File: src/rtl/intc_pkg.sv
package intc_pkg;

    localparam int NUM_SRC   = 9;
    localparam int LVL_W     = 3;
    localparam int SUB_W     = 4;
    localparam int VEC_W     = 8;
    localparam int ADDR_W    = 32;
    localparam int BASE_LSB  = 20;
    localparam int VEC_BASE  = 64;
    localparam logic [SUB_W-1:0] SUB_MID = 4'd7;  // between rank 4 (8) and rank 3 (6)

    typedef logic [LVL_W-1:0] lvl_t;
    typedef logic [VEC_W-1:0] vec_t;

    typedef struct packed {
        lvl_t             level;
        logic [SUB_W-1:0] sub;
        vec_t             vector;
    } src_attr_t;

    typedef struct packed {
        logic valid;
        lvl_t level;
        vec_t vector;
    } win_t;

    localparam logic [ADDR_W-1:0] BASE_MASK = ~((ADDR_W)'(1) << BASE_LSB) + 1;

    // Ranks are doubled so the middle slot fits between two integer ranks.
    function automatic src_attr_t src_attr(input int idx);
        src_attr_t a;
        a.vector = VEC_W'(VEC_BASE + idx);
        case (idx)
            0:       begin a.level = 3'd7; a.sub = SUB_MID; end
            1:       begin a.level = 3'd7; a.sub = 4'd6;    end
            2:       begin a.level = 3'd7; a.sub = 4'd4;    end
            default: begin a.level = 3'd5; a.sub = SUB_W'(2 * (9 - idx)); end
        endcase
        return a;
    endfunction

    function automatic logic may_interrupt(input lvl_t lvl, input lvl_t mask);
        return (lvl == 3'd7) || (lvl > mask);
    endfunction

endpackage

File: src/rtl/intc_src_map.sv
module intc_src_map
    import intc_pkg::*;
#(
    parameter int NSRC = NUM_SRC
) (
    output src_attr_t attr [NSRC]
);
    for (genvar g = 0; g < NSRC; g++) begin : g_src
        assign attr[g] = src_attr(g);
    end
endmodule

File: src/rtl/intc_arbiter.sv
module intc_arbiter
    import intc_pkg::*;
#(
    parameter int NSRC = NUM_SRC
) (
    input  logic [NSRC-1:0] req,
    input  src_attr_t       attr [NSRC],
    output logic [NSRC-1:0] grant,
    output win_t            win
);
    localparam int KEY_W = LVL_W + SUB_W;

    logic [KEY_W-1:0] key [NSRC];

    for (genvar g = 0; g < NSRC; g++) begin : g_key
        assign key[g] = req[g] ? {attr[g].level, attr[g].sub} : '0;
    end

    always_comb begin
        logic [KEY_W-1:0] best;
        best  = '0;
        grant = '0;
        for (int i = 0; i < NSRC; i++) begin
            if (key[i] > best) begin
                best  = key[i];
                grant = '0;
                grant[i] = 1'b1;
            end
        end
    end

    always_comb begin
        win = '0;
        for (int i = 0; i < NSRC; i++) begin
            if (grant[i]) begin
                win.valid  = 1'b1;
                win.level  = attr[i].level;
                win.vector = attr[i].vector;
            end
        end
    end

    always_comb begin
        assert ($onehot0(grant));
        assert ((grant == '0) == (req == '0));
    end
endmodule

File: src/rtl/intc_vbr_reg.sv
module intc_vbr_reg
    import intc_pkg::*;
(
    input  logic              clk,
    input  logic              rst,
    input  logic              wr_en,
    input  logic [ADDR_W-1:0] wr_data,
    output logic [ADDR_W-1:0] q
);
    always_ff @(posedge clk) begin
        if (rst)        q <= '0;
        else if (wr_en) q <= wr_data & BASE_MASK;
    end

    AST_VBR_LOW_ZERO: assert property (@(posedge clk) q[BASE_LSB-1:0] == '0);
endmodule

File: src/rtl/intc_vecgen.sv
module intc_vecgen
    import intc_pkg::*;
(
    input  logic        clk,
    input  logic        rst,
    input  logic [8:0]  irq_req,
    input  logic [2:0]  int_mask,
    input  logic        vbr_wr_en,
    input  logic [31:0] vbr_wr_data,
    output logic [31:0] vbr_q,
    output logic [2:0]  win_level,
    output logic [7:0]  win_vector,
    output logic [31:0] vec_addr,
    output logic        int_pending
);
    src_attr_t        attr [NUM_SRC];
    logic [NUM_SRC-1:0] grant;
    win_t             win;

    intc_src_map #(.NSRC(NUM_SRC)) u_map (.attr(attr));

    intc_arbiter #(.NSRC(NUM_SRC)) u_arb (
        .req  (irq_req),
        .attr (attr),
        .grant(grant),
        .win  (win)
    );

    intc_vbr_reg u_vbr (
        .clk    (clk),
        .rst    (rst),
        .wr_en  (vbr_wr_en),
        .wr_data(vbr_wr_data),
        .q      (vbr_q)
    );

    always_ff @(posedge clk) begin
        if (rst) begin
            win_level   <= '0;
            win_vector  <= '0;
            vec_addr    <= '0;
            int_pending <= 1'b0;
        end else begin
            win_level   <= win.level;
            win_vector  <= win.vector;
            vec_addr    <= vbr_q + {22'd0, win.vector, 2'b00};
            int_pending <= win.valid && may_interrupt(win.level, int_mask);
        end
    end

    AST_LVL7_PENDING: assert property (@(posedge clk) disable iff (rst)
        (win_level == 3'd7) |-> int_pending);
    AST_PEND_NEEDS_LEVEL: assert property (@(posedge clk) disable iff (rst)
        int_pending |-> (win_level != 3'd0));
    AST_IDLE_OUTPUTS: assert property (@(posedge clk) disable iff (rst)
        (irq_req == '0) |=> (win_level == 3'd0 && win_vector == 8'd0 && !int_pending));
    AST_ADDR_WORD: assert property (@(posedge clk) vec_addr[1:0] == 2'b00);
    AST_VEC_RANGE: assert property (@(posedge clk) disable iff (rst)
        (win_level != 3'd0) |-> (win_vector >= 8'd64 && win_vector <= 8'd72));
endmodule

File: config.mk
export PLATFORM = sky130hd
export DESIGN_NAME = intc_vecgen
export DESIGN_NICKNAME = d
export VERILOG_FILES = /design/src/rtl/intc_pkg.sv /design/src/rtl/intc_src_map.sv /design/src/rtl/intc_arbiter.sv /design/src/rtl/intc_vbr_reg.sv /design/src/rtl/intc_vecgen.sv
export SDC_FILE = /design/constraint.sdc
export NUM_CORES = 1
export LEC_CHECK = 0
export ABC_AREA = 1
export CAP_MARGIN = 20
export CELL_PAD_IN_SITES_DETAIL_PLACEMENT = 1
export CELL_PAD_IN_SITES_GLOBAL_PLACEMENT = 2
export CORE_ASPECT_RATIO = 1.4
export CORE_MARGIN = 2
export CORE_UTILIZATION = 18
export DETAILED_ROUTE_END_ITERATION = 7
export GPL_ROUTABILITY_DRIVEN = 1
export PLACE_DENSITY_LB_ADDON = 0.1
export SLEW_MARGIN = 20
export SYNTH_ARGS = -nofsm -noshare
export SYNTH_HDL_FRONTEND = slang
export SYNTH_SLANG_ARGS = --single-unit
File: constraint.sdc
create_clock -name clk -period 6.6 [get_ports clk]
set_input_delay 0.99 -clock clk [delete_from_list [all_inputs] [get_ports clk]]
set_output_delay 0.99 -clock clk [all_outputs]
set_load 0.005 [all_outputs]
Word-level counts from Yosys, hierarchy flattened --
Index checks and enable logic that the tools add are counted.
Cells by class: equal/unequal tests 1, mux-type cells 35, order comparisons 10, reduce and logical (&&, ||, !) cells 2, $add $sub $neg 1
Operators by type and width (number):
- two-way mux 7 bit | 18
- two-way mux 12 bit | 9
- greater-than comparator 7 bit | 8
- adder 32 x 10 -> 32 bit | 1
- two-way mux 9 bit | 1
- two-way mux 8 bit | 1
- greater-than comparator 7 x 1 -> 1 bit (second input constant) | 1
- two-way mux 6 bit | 1
- two-way mux 5 bit | 1
- two-way mux 4 bit | 1
- == test 3 bit (second input constant) | 1
- greater-than comparator 3 bit | 1
- two-way mux 3 bit | 1
- two-way mux 2 bit | 1
- logical AND 1 bit | 1
- logical OR 1 bit | 1
- two-way mux 1 bit | 1
Storage, ports and cells: logic and storage cells 54, input port bits 47, flip-flop bits (word level) 56

Logic depth before layout (Yosys ltp) --
Gate-level depths: netlist (run 1).
depth in word-level cells 31, depth in mapped cells 55

Hierarchy --
A second synthesis (run 1) with hierarchy kept.
Unflattened totals: cell total of the unflattened synthesis 1349, area, all modules 7788.7 um^2
By module, submodules not included:
- intc_arbiter | seq. area each 0.0 um^2, instances 1, area an instance 3683.5 um^2, cells each 737
- intc_vecgen | seq. area each 880.8 um^2, instances 1, area an instance 2433.6 um^2, cells each 378
- intc_src_map | seq. area each 0.0 um^2, instances 1, area an instance 1021.0 um^2, cells each 137
- intc_vbr_reg | seq. area each 240.2 um^2, instances 1, area an instance 650.6 um^2, cells each 97

Least setup slack after synthesis (run 1) --
OpenSTA, ideal clock, no wires.
path type input-to-reg, start input port irq_req[1], end register int_pending, cell stages on the path 49, library setup time 0.116 ns, data arrival time 6.899 ns, path buffers 0, setup slack -0.415 ns, data required time 6.484 ns, cell sequence nor2_2 > inv_1 > nor2_2 > ha_1 > nand3_1 > nand2_4 > nand2_1 > ha_1 > nand3_4 > nand2_4 > inv_1 > o21ai_0 > inv_1 > ha_1 > nand2_1 > nor2_1 > nand2_2 > nand2_4 > [... 13 more ...] > nand4_1 > nand2_1 > nand2_2 > inv_2 > o21a_1 > ha_1 > nand2_1 > clkinv_1 > nand3_1 > nand2_2 > nand2_4 > nand3_4 > ha_1 > nand2_1 > nor2_1 > o21a_1 > a21oi_1 > nor2_2
RTL lines:
- start: declaration | RTL line intc_vecgen.sv:6 | input logic [8:0] irq_req,
- end signal: assignment | RTL line intc_vecgen.sv:47 | int_pending <= win.valid && may_interrupt(win.level, int_mask);
- end: declaration | RTL line intc_vecgen.sv:14 | output logic int_pending

==> results of run 1 <==
[power groups by stage]
stage | sequential (mW) | clock [mW] | combinational (mW)
after floorplan | 0.216 | 0 | 0.143
after global placement | 0.215 | 0 | 0.248
after detailed placement | 0.216 | 0 | 0.250
after CTS | 0.212 | 0.277 | 0.273
after global routing | 0.214 | 0.282 | 0.317
final | 0.212 | 0.267 | 0.284
[cell type report]
type	count	share of cell area, %
multi-input cells	194	37.5
repair buffers	136	31.6
inverters	50	5.23
clock buffers	6	3.65
flip-flops and latches	31	16.3
clock inverters	2	0.920
well taps	147	4.83
[repair_timing]
item,in CTS,in global routing
hold endpoints to repair,0,0
buffers inserted,16,6
resized for setup,39,20
setup endpoints to repair,6,1
pin swaps,35,41
[worst paths after layout]
check	cells after the start	slack [ns]	to	start
worst max-delay path	51	0.14	int_pending$_SDFF_PP0_	irq_req[1]
worst min-delay path	2	0.45	vec_addr[23]$_SDFF_PP0_	u_vbr.q[23]$_SDFFE_PP0P_
worst max register to register	2	6.01	u_vbr.q[21]$_SDFFE_PP0P_	u_vbr.q[21]$_SDFFE_PP0P_
worst min register to register	2	0.45	vec_addr[23]$_SDFF_PP0_	u_vbr.q[23]$_SDFFE_PP0P_
[tightest hold or removal path, delay by kind of cell, from the launching register on]
| kind | cells | cell delay [ns] |
|---|---|---|
| buffers and inverters | 1 | 0.06 |
| flip-flops | 1 | 0.31 |
| AND/OR/NAND/NOR | 1 | 0.04 |
[registers in the layout, indices dropped and copies added, names as in the netlist]
name / cells
int_pending: 1
win_level: 2
vec_addr: 12
u_vbr.q: 12
win_vector: 4
[per-stage QoR]
stage               worst slack (ns)  TNS [ns]  power [mW]  cell area, sq um  hold WS, ns
global route                  -0.270    -0.270       0.813              3810        0.478
floorplan                   -0.00519  -0.00519       0.359              2410        0.440
finish                         0.141         0       0.763              3810        0.447
detailed placement            -0.792     -2.66       0.466              3260        0.444
global placement              -0.758     -2.47       0.463              3260        0.434
CTS                          -0.0114   -0.0114       0.762              3670        0.452
[metal layers]
metal / vias to the layer above / global-route usage, %
met5: - / 0
met4: 0 / 3.05
met3: 7 / 1.45
met2: 64 / 18.3
met1: 987 / 9.63
li1: 1078 / -
[cell families (layout without fill, tap and decap cells)]
family / Yosys count / count (layout) / synth area share [%]
other: 1 / 38 / 0.171
and+or+nand+nor: 99 / 99 / 26.7
buffers and inverters: 99 / 194 / 24.7
DFF: 31 / 31 / 28.4
adders and majority gates: 18 / 18 / 10.3
AOI/OAI and AO/OA: 39 / 39 / 9.78
[layout by cell type (no fill, tap or decap), types with 3 or more instances in the layout]
cell,instances
sky130_fd_sc_hd__a21oi_1,13
sky130_fd_sc_hd__a21oi_2,5
sky130_fd_sc_hd__buf_4,68
sky130_fd_sc_hd__buf_6,5
sky130_fd_sc_hd__clkbuf_16,5
sky130_fd_sc_hd__clkdlybuf4s50_1,60
sky130_fd_sc_hd__conb_1,38
sky130_fd_sc_hd__dfxtp_1,31
sky130_fd_sc_hd__ha_1,8
sky130_fd_sc_hd__ha_4,10
sky130_fd_sc_hd__inv_1,34
sky130_fd_sc_hd__inv_2,11
sky130_fd_sc_hd__inv_4,4
sky130_fd_sc_hd__nand2_1,18
sky130_fd_sc_hd__nand2_2,16
sky130_fd_sc_hd__nand2_4,12
sky130_fd_sc_hd__nand3_1,6
sky130_fd_sc_hd__nand3_2,8
sky130_fd_sc_hd__nand3_4,3
sky130_fd_sc_hd__nand4_1,3
sky130_fd_sc_hd__nor2_1,21
sky130_fd_sc_hd__nor2_2,3
sky130_fd_sc_hd__nor2_4,4
sky130_fd_sc_hd__o21ai_0,12
==> run metrics, run 1 <==
total half-perimeter wirelength after legalization and detailed placement 5060 um; time the final worst path needs with I/O delays and setup 6.46 ns; met2 layer wire length in the routed design 3440 um; Post-CTS Hold Fix Bufs 0; Crit Path Category in2reg; slew margin rel. 54.7%; Worst EP arrival 6.63 ns; largest delay contributor family on the critical path simple AND/OR/NAND/NOR gates; required time at the worst-slack endpoint 6.77 ns; fraction of power consumed by the clock network 35.0%; placeable core region 0.0118 sq mm; cell area after technology mapping 0.00219 sq mm; fraction of layout cells with a size suffix above 1 39.4%; detailed-route DRC error count 0; largest fanout on the critical path 6; grt ovf 0; share of async-settable or async-resettable flops after synthesis 0%; Num CTS Buffers 5; Initial Utilization 18.5%; kind of end point of the critical path flip-flop; number of diodes added for antenna fixing 0; Peak Freq 155 MHz; met3 wire length 336 um; wire per inst 10.7 um; flip-flop and latch count after synthesis 31; number of routed nets with antenna violations 0; layout overhead on the synthesized area 73.9%; path category of the worst min-delay check reg2reg; max-capacitance violation count 0; CP Buf/Inv Count 12; Ports 123; area leader, netlist sky130_fd_sc_hd__dfxtp_1; uppermost layer routed met4; cell row count 47; Synth Instances 287; count of port buffers added during placement 64; DR pass1 iterations 2; combinational share of power 37.3%; power density of the placed cells 200 mW/mm^2; vias after detailed routing 2136; Vert. Die Dim 134 um; # setup viols final 0; P_int 546 uW; warning count from the yosys run 0; vias in the first global route 2153; maximum buffer depth of the clock tree 2; unrepaired setup endpoints after global routing true; final clock skew 0.00338 ns; dpl cells 536; sum of routed wire segments on met1 2200 um; switching share of total power 28.4%; clock tree from TritonCTS done; proportion of netlist area held by the largest area contributor 28.4%; All-Layer GR Usage 9.17%; clock transition at the registers of the reported paths 0.05 ns; number of distinct library cells after synthesis 30; clk sink count 31; Slew Viols, Final 0; status complete, no violations; sw power 217 uW; Static Leak 1.75 nW; initial drt markers 24; most frequent cells after synthesis sky130_fd_sc_hd__buf_4 (45), sky130_fd_sc_hd__inv_1 (44), sky130_fd_sc_hd__dfxtp_1 (31), sky130_fd_sc_hd__nand2_1 (27), sky130_fd_sc_hd__nor2_1 (23); Slew @ Worst Pin 0.678 ns; post-route non-filler standard cell count 566; area used by multi-input combinational logic 0.00143 sq mm; number of nets in the final layout 483; element type at the critical path start input port; FF/Latch Area 621 sq um; Post-Route WL 6070 um; number of antenna violations at the first check in global routing 0; clock root buffer sky130_fd_sc_hd__clkbuf_16; Critical Path Slowest Stage Cell sky130_fd_sc_hd__ha_4; fill cell total of the finished layout 1427; Max H-tree Level 2; main area contributors after synthesis sky130_fd_sc_hd__dfxtp_1 (28%), sky130_fd_sc_hd__buf_4 (15%), sky130_fd_sc_hd__ha_1 (10%), sky130_fd_sc_hd__inv_1 (7.5%), sky130_fd_sc_hd__nand2_4 (5.1%); endpoints failing hold 0; mean cell area of the mapped netlist 7.62 sq um; period utilization 97.9%; vias per cell 3.77; maximum number of pins on one net before global-route repair 25; Worst-Skew Late Latency 0.28 ns; Final Wtd Congestion 0.704; count of flip-flops with a built-in enable after synthesis 0; cell with the most instances after synthesis sky130_fd_sc_hd__buf_4; slowest cell delay on critical path 0.28 ns; sequential power share 27.7%; die extent in x 97.2 um; Top FF cell, synth sky130_fd_sc_hd__dfxtp_1; core occupancy in the finished layout 32.2%; sequential area share after synthesis 28.4%; area enclosed by the die boundary 0.0131 sq mm; maximum resistive drop on vdd 0.0898 mV; wire length of the first global-routing pass 9810 um
(Power assumes the default switching activity.)
==> run 2, diff against run 1 <==
--- a/config.mk
+++ b/config.mk
@@ -9,13 +9,12 @@
 export CAP_MARGIN = 20
 export CELL_PAD_IN_SITES_DETAIL_PLACEMENT = 1
 export CELL_PAD_IN_SITES_GLOBAL_PLACEMENT = 2
-export CORE_ASPECT_RATIO = 1.4
 export CORE_MARGIN = 2
 export CORE_UTILIZATION = 18
 export DETAILED_ROUTE_END_ITERATION = 7
 export GPL_ROUTABILITY_DRIVEN = 1
 export PLACE_DENSITY_LB_ADDON = 0.1
-export SLEW_MARGIN = 20
+export SLEW_MARGIN = 10
 export SYNTH_ARGS = -nofsm -noshare
 export SYNTH_HDL_FRONTEND = slang
 export SYNTH_SLANG_ARGS = --single-unit
==> run metrics, run 2 (same netlist as run 1, synthesis figures left out) <==
status complete, no violations; Post-CTS Hold Fix Bufs 0; unrepaired setup endpoints after global routing true; vias per cell 3.66; Vert. Die Dim 114 um; final clock skew 0.00595 ns; element type at the critical path start input port; biggest registers after layout u_vbr.q x12, vec_addr x12, win_vector x4; Crit path top cell by count sky130_fd_sc_hd__nand2_2; most common cell after layout, fill and taps aside sky130_fd_sc_hd__buf_4; Post-Route WL 5980 um; required time at the worst-slack endpoint 6.77 ns; maximum number of pins on one net before global-route repair 25; fraction of power consumed by the clock network 34.0%; Max H-tree Level 2; combinational share of power 37.2%; Setup Slack @ Placement -0.853 ns; clock tree from TritonCTS done; number of nets in the final layout 474; Slew @ Worst Pin 0.681 ns; max-capacitance violation count 0; Initial Utilization 18.3%; # setup viols final 0; Worst-Skew Late Latency 0.27 ns; grt ovf 0; detailed-route DRC error count 0; final hold slack 0.432 ns; vias after detailed routing 2037; Static Leak 1.70 nW; number of diodes added for antenna fixing 0; Worst EP arrival 6.66 ns; period utilization 98.4%; total half-perimeter wirelength after legalization and detailed placement 4820 um; power density of the placed cells 201 mW/mm^2; time the final worst path needs with I/O delays and setup 6.49 ns; kind of end point of the critical path flip-flop; slew margin rel. 54.5%; die extent in x 114 um; placeable core region 0.0120 sq mm; Ports 123; maximum resistive drop on vdd 0.0989 mV; fraction of layout cells with a size suffix above 1 35.5%; count of port buffers added during placement 64; All-Layer GR Usage 9.25%; area enclosed by the die boundary 0.0131 sq mm; total design power 734 uW; Slew Viols, Final 0; post-layout worst setup margin 0.109 ns; DR pass1 iterations 4; vias in the first global route 2008; layout overhead on the synthesized area 67.1%; clock root buffer sky130_fd_sc_hd__clkbuf_16; slowest cell delay on critical path 0.28 ns; Peak Freq 154 MHz; highest-count cells in the layout ignoring fill and taps sky130_fd_sc_hd__buf_4 (61), sky130_fd_sc_hd__clkdlybuf4s50_1 (60), sky130_fd_sc_hd__conb_1 (38), sky130_fd_sc_hd__inv_1 (36), sky130_fd_sc_hd__dfxtp_1 (31); largest fanout on the critical path 5; number of routed nets with antenna violations 0; sw power 207 uW; switching share of total power 28.2%; maximum buffer depth of the clock tree 2; clock transition at the registers of the reported paths 0.05 ns; wire length of the first global-routing pass 9510 um; cell row count 40; Critical Path Slowest Stage Cell sky130_fd_sc_hd__ha_4; clk sink count 31; Final Wtd Congestion 0.696; sequential power share 28.7%; P_int 527 uW; number of antenna violations at the first check in global routing 0; Num CTS Buffers 5; endpoints failing hold 0; wire per inst 10.8 um; Crit Path Category in2reg; initial drt markers 45; path category of the worst min-delay check reg2reg
[run 2: final cells by class]
| class | count | area, sq um |
|---|---|---|
| fill | 1429 | 8300 |
| multi-input combinational | 194 | 1370 |
| timing repair buffer | 127 | 1120 |
| sequential | 31 | 621 |
| inverter | 50 | 196 |
| tap | 147 | 184 |
| clock buffer | 6 | 129 |
| clock inverter | 1 | 30.0 |
[run 2: timing repair]
action                                  CTS  global route
pin swaps                                25            42
endpoints found under the setup margin    7             4
resized for setup                        21            26
cloned                                    0             0
setup buffers                             7             9
[run 2: metal layers]
layer | vias to the layer above | global-route usage (%) | wire (um)
li1 | 1055 | - | -
met1 | 920 | 11.6 | 2780
met2 | 58 | 15.4 | 2810
met3 | 4 | 2.44 | 333
met4 | 0 | 3.17 | 68
met5 | - | 0 | 0
[run 2: final timing paths]
check,from,to,slack [ns],cells past startpoint
max,irq_req[1],int_pending$_SDFF_PP0_,0.11,53
min,u_vbr.q[29]$_SDFFE_PP0P_,vec_addr[29]$_SDFF_PP0_,0.43,2
max reg2reg,u_vbr.q[31]$_SDFFE_PP0P_,u_vbr.q[31]$_SDFFE_PP0P_,6.00,2
min reg2reg,u_vbr.q[29]$_SDFFE_PP0P_,vec_addr[29]$_SDFF_PP0_,0.43,2
[run 2: power groups by stage]
stage,combinational (mW),clock [mW],sequential [mW]
after global routing,0.306,0.268,0.213
after floorplan,0.143,0,0.216
final,0.273,0.250,0.211
after detailed placement,0.249,0,0.215
after global placement,0.247,0,0.215
after CTS,0.259,0.261,0.211
[run 2: through the flow]
stage | std cells | setup TNS (ns) | area [sq um] | util, %
final | 556 | 0 | 3660 | 30.6
after global routing | 556 | -0.407 | 3660 | 30.6
after CTS | 548 | 0 | 3490 | 29.2
after detailed placement | 534 | -3.20 | 3250 | 27.1
after global placement | 534 | -2.68 | 3250 | 27.1
after floorplan | 324 | -0.00519 | 2410 | -
[run 2: critical path: cells and delay by family]
family | cells | cell delay (ns)
adders and majority gates | 7 | 1.65
AOI/OAI and AO/OA | 7 | 0.90
and+or+nand+nor | 28 | 2.42
buffers and inverters | 11 | 0.66
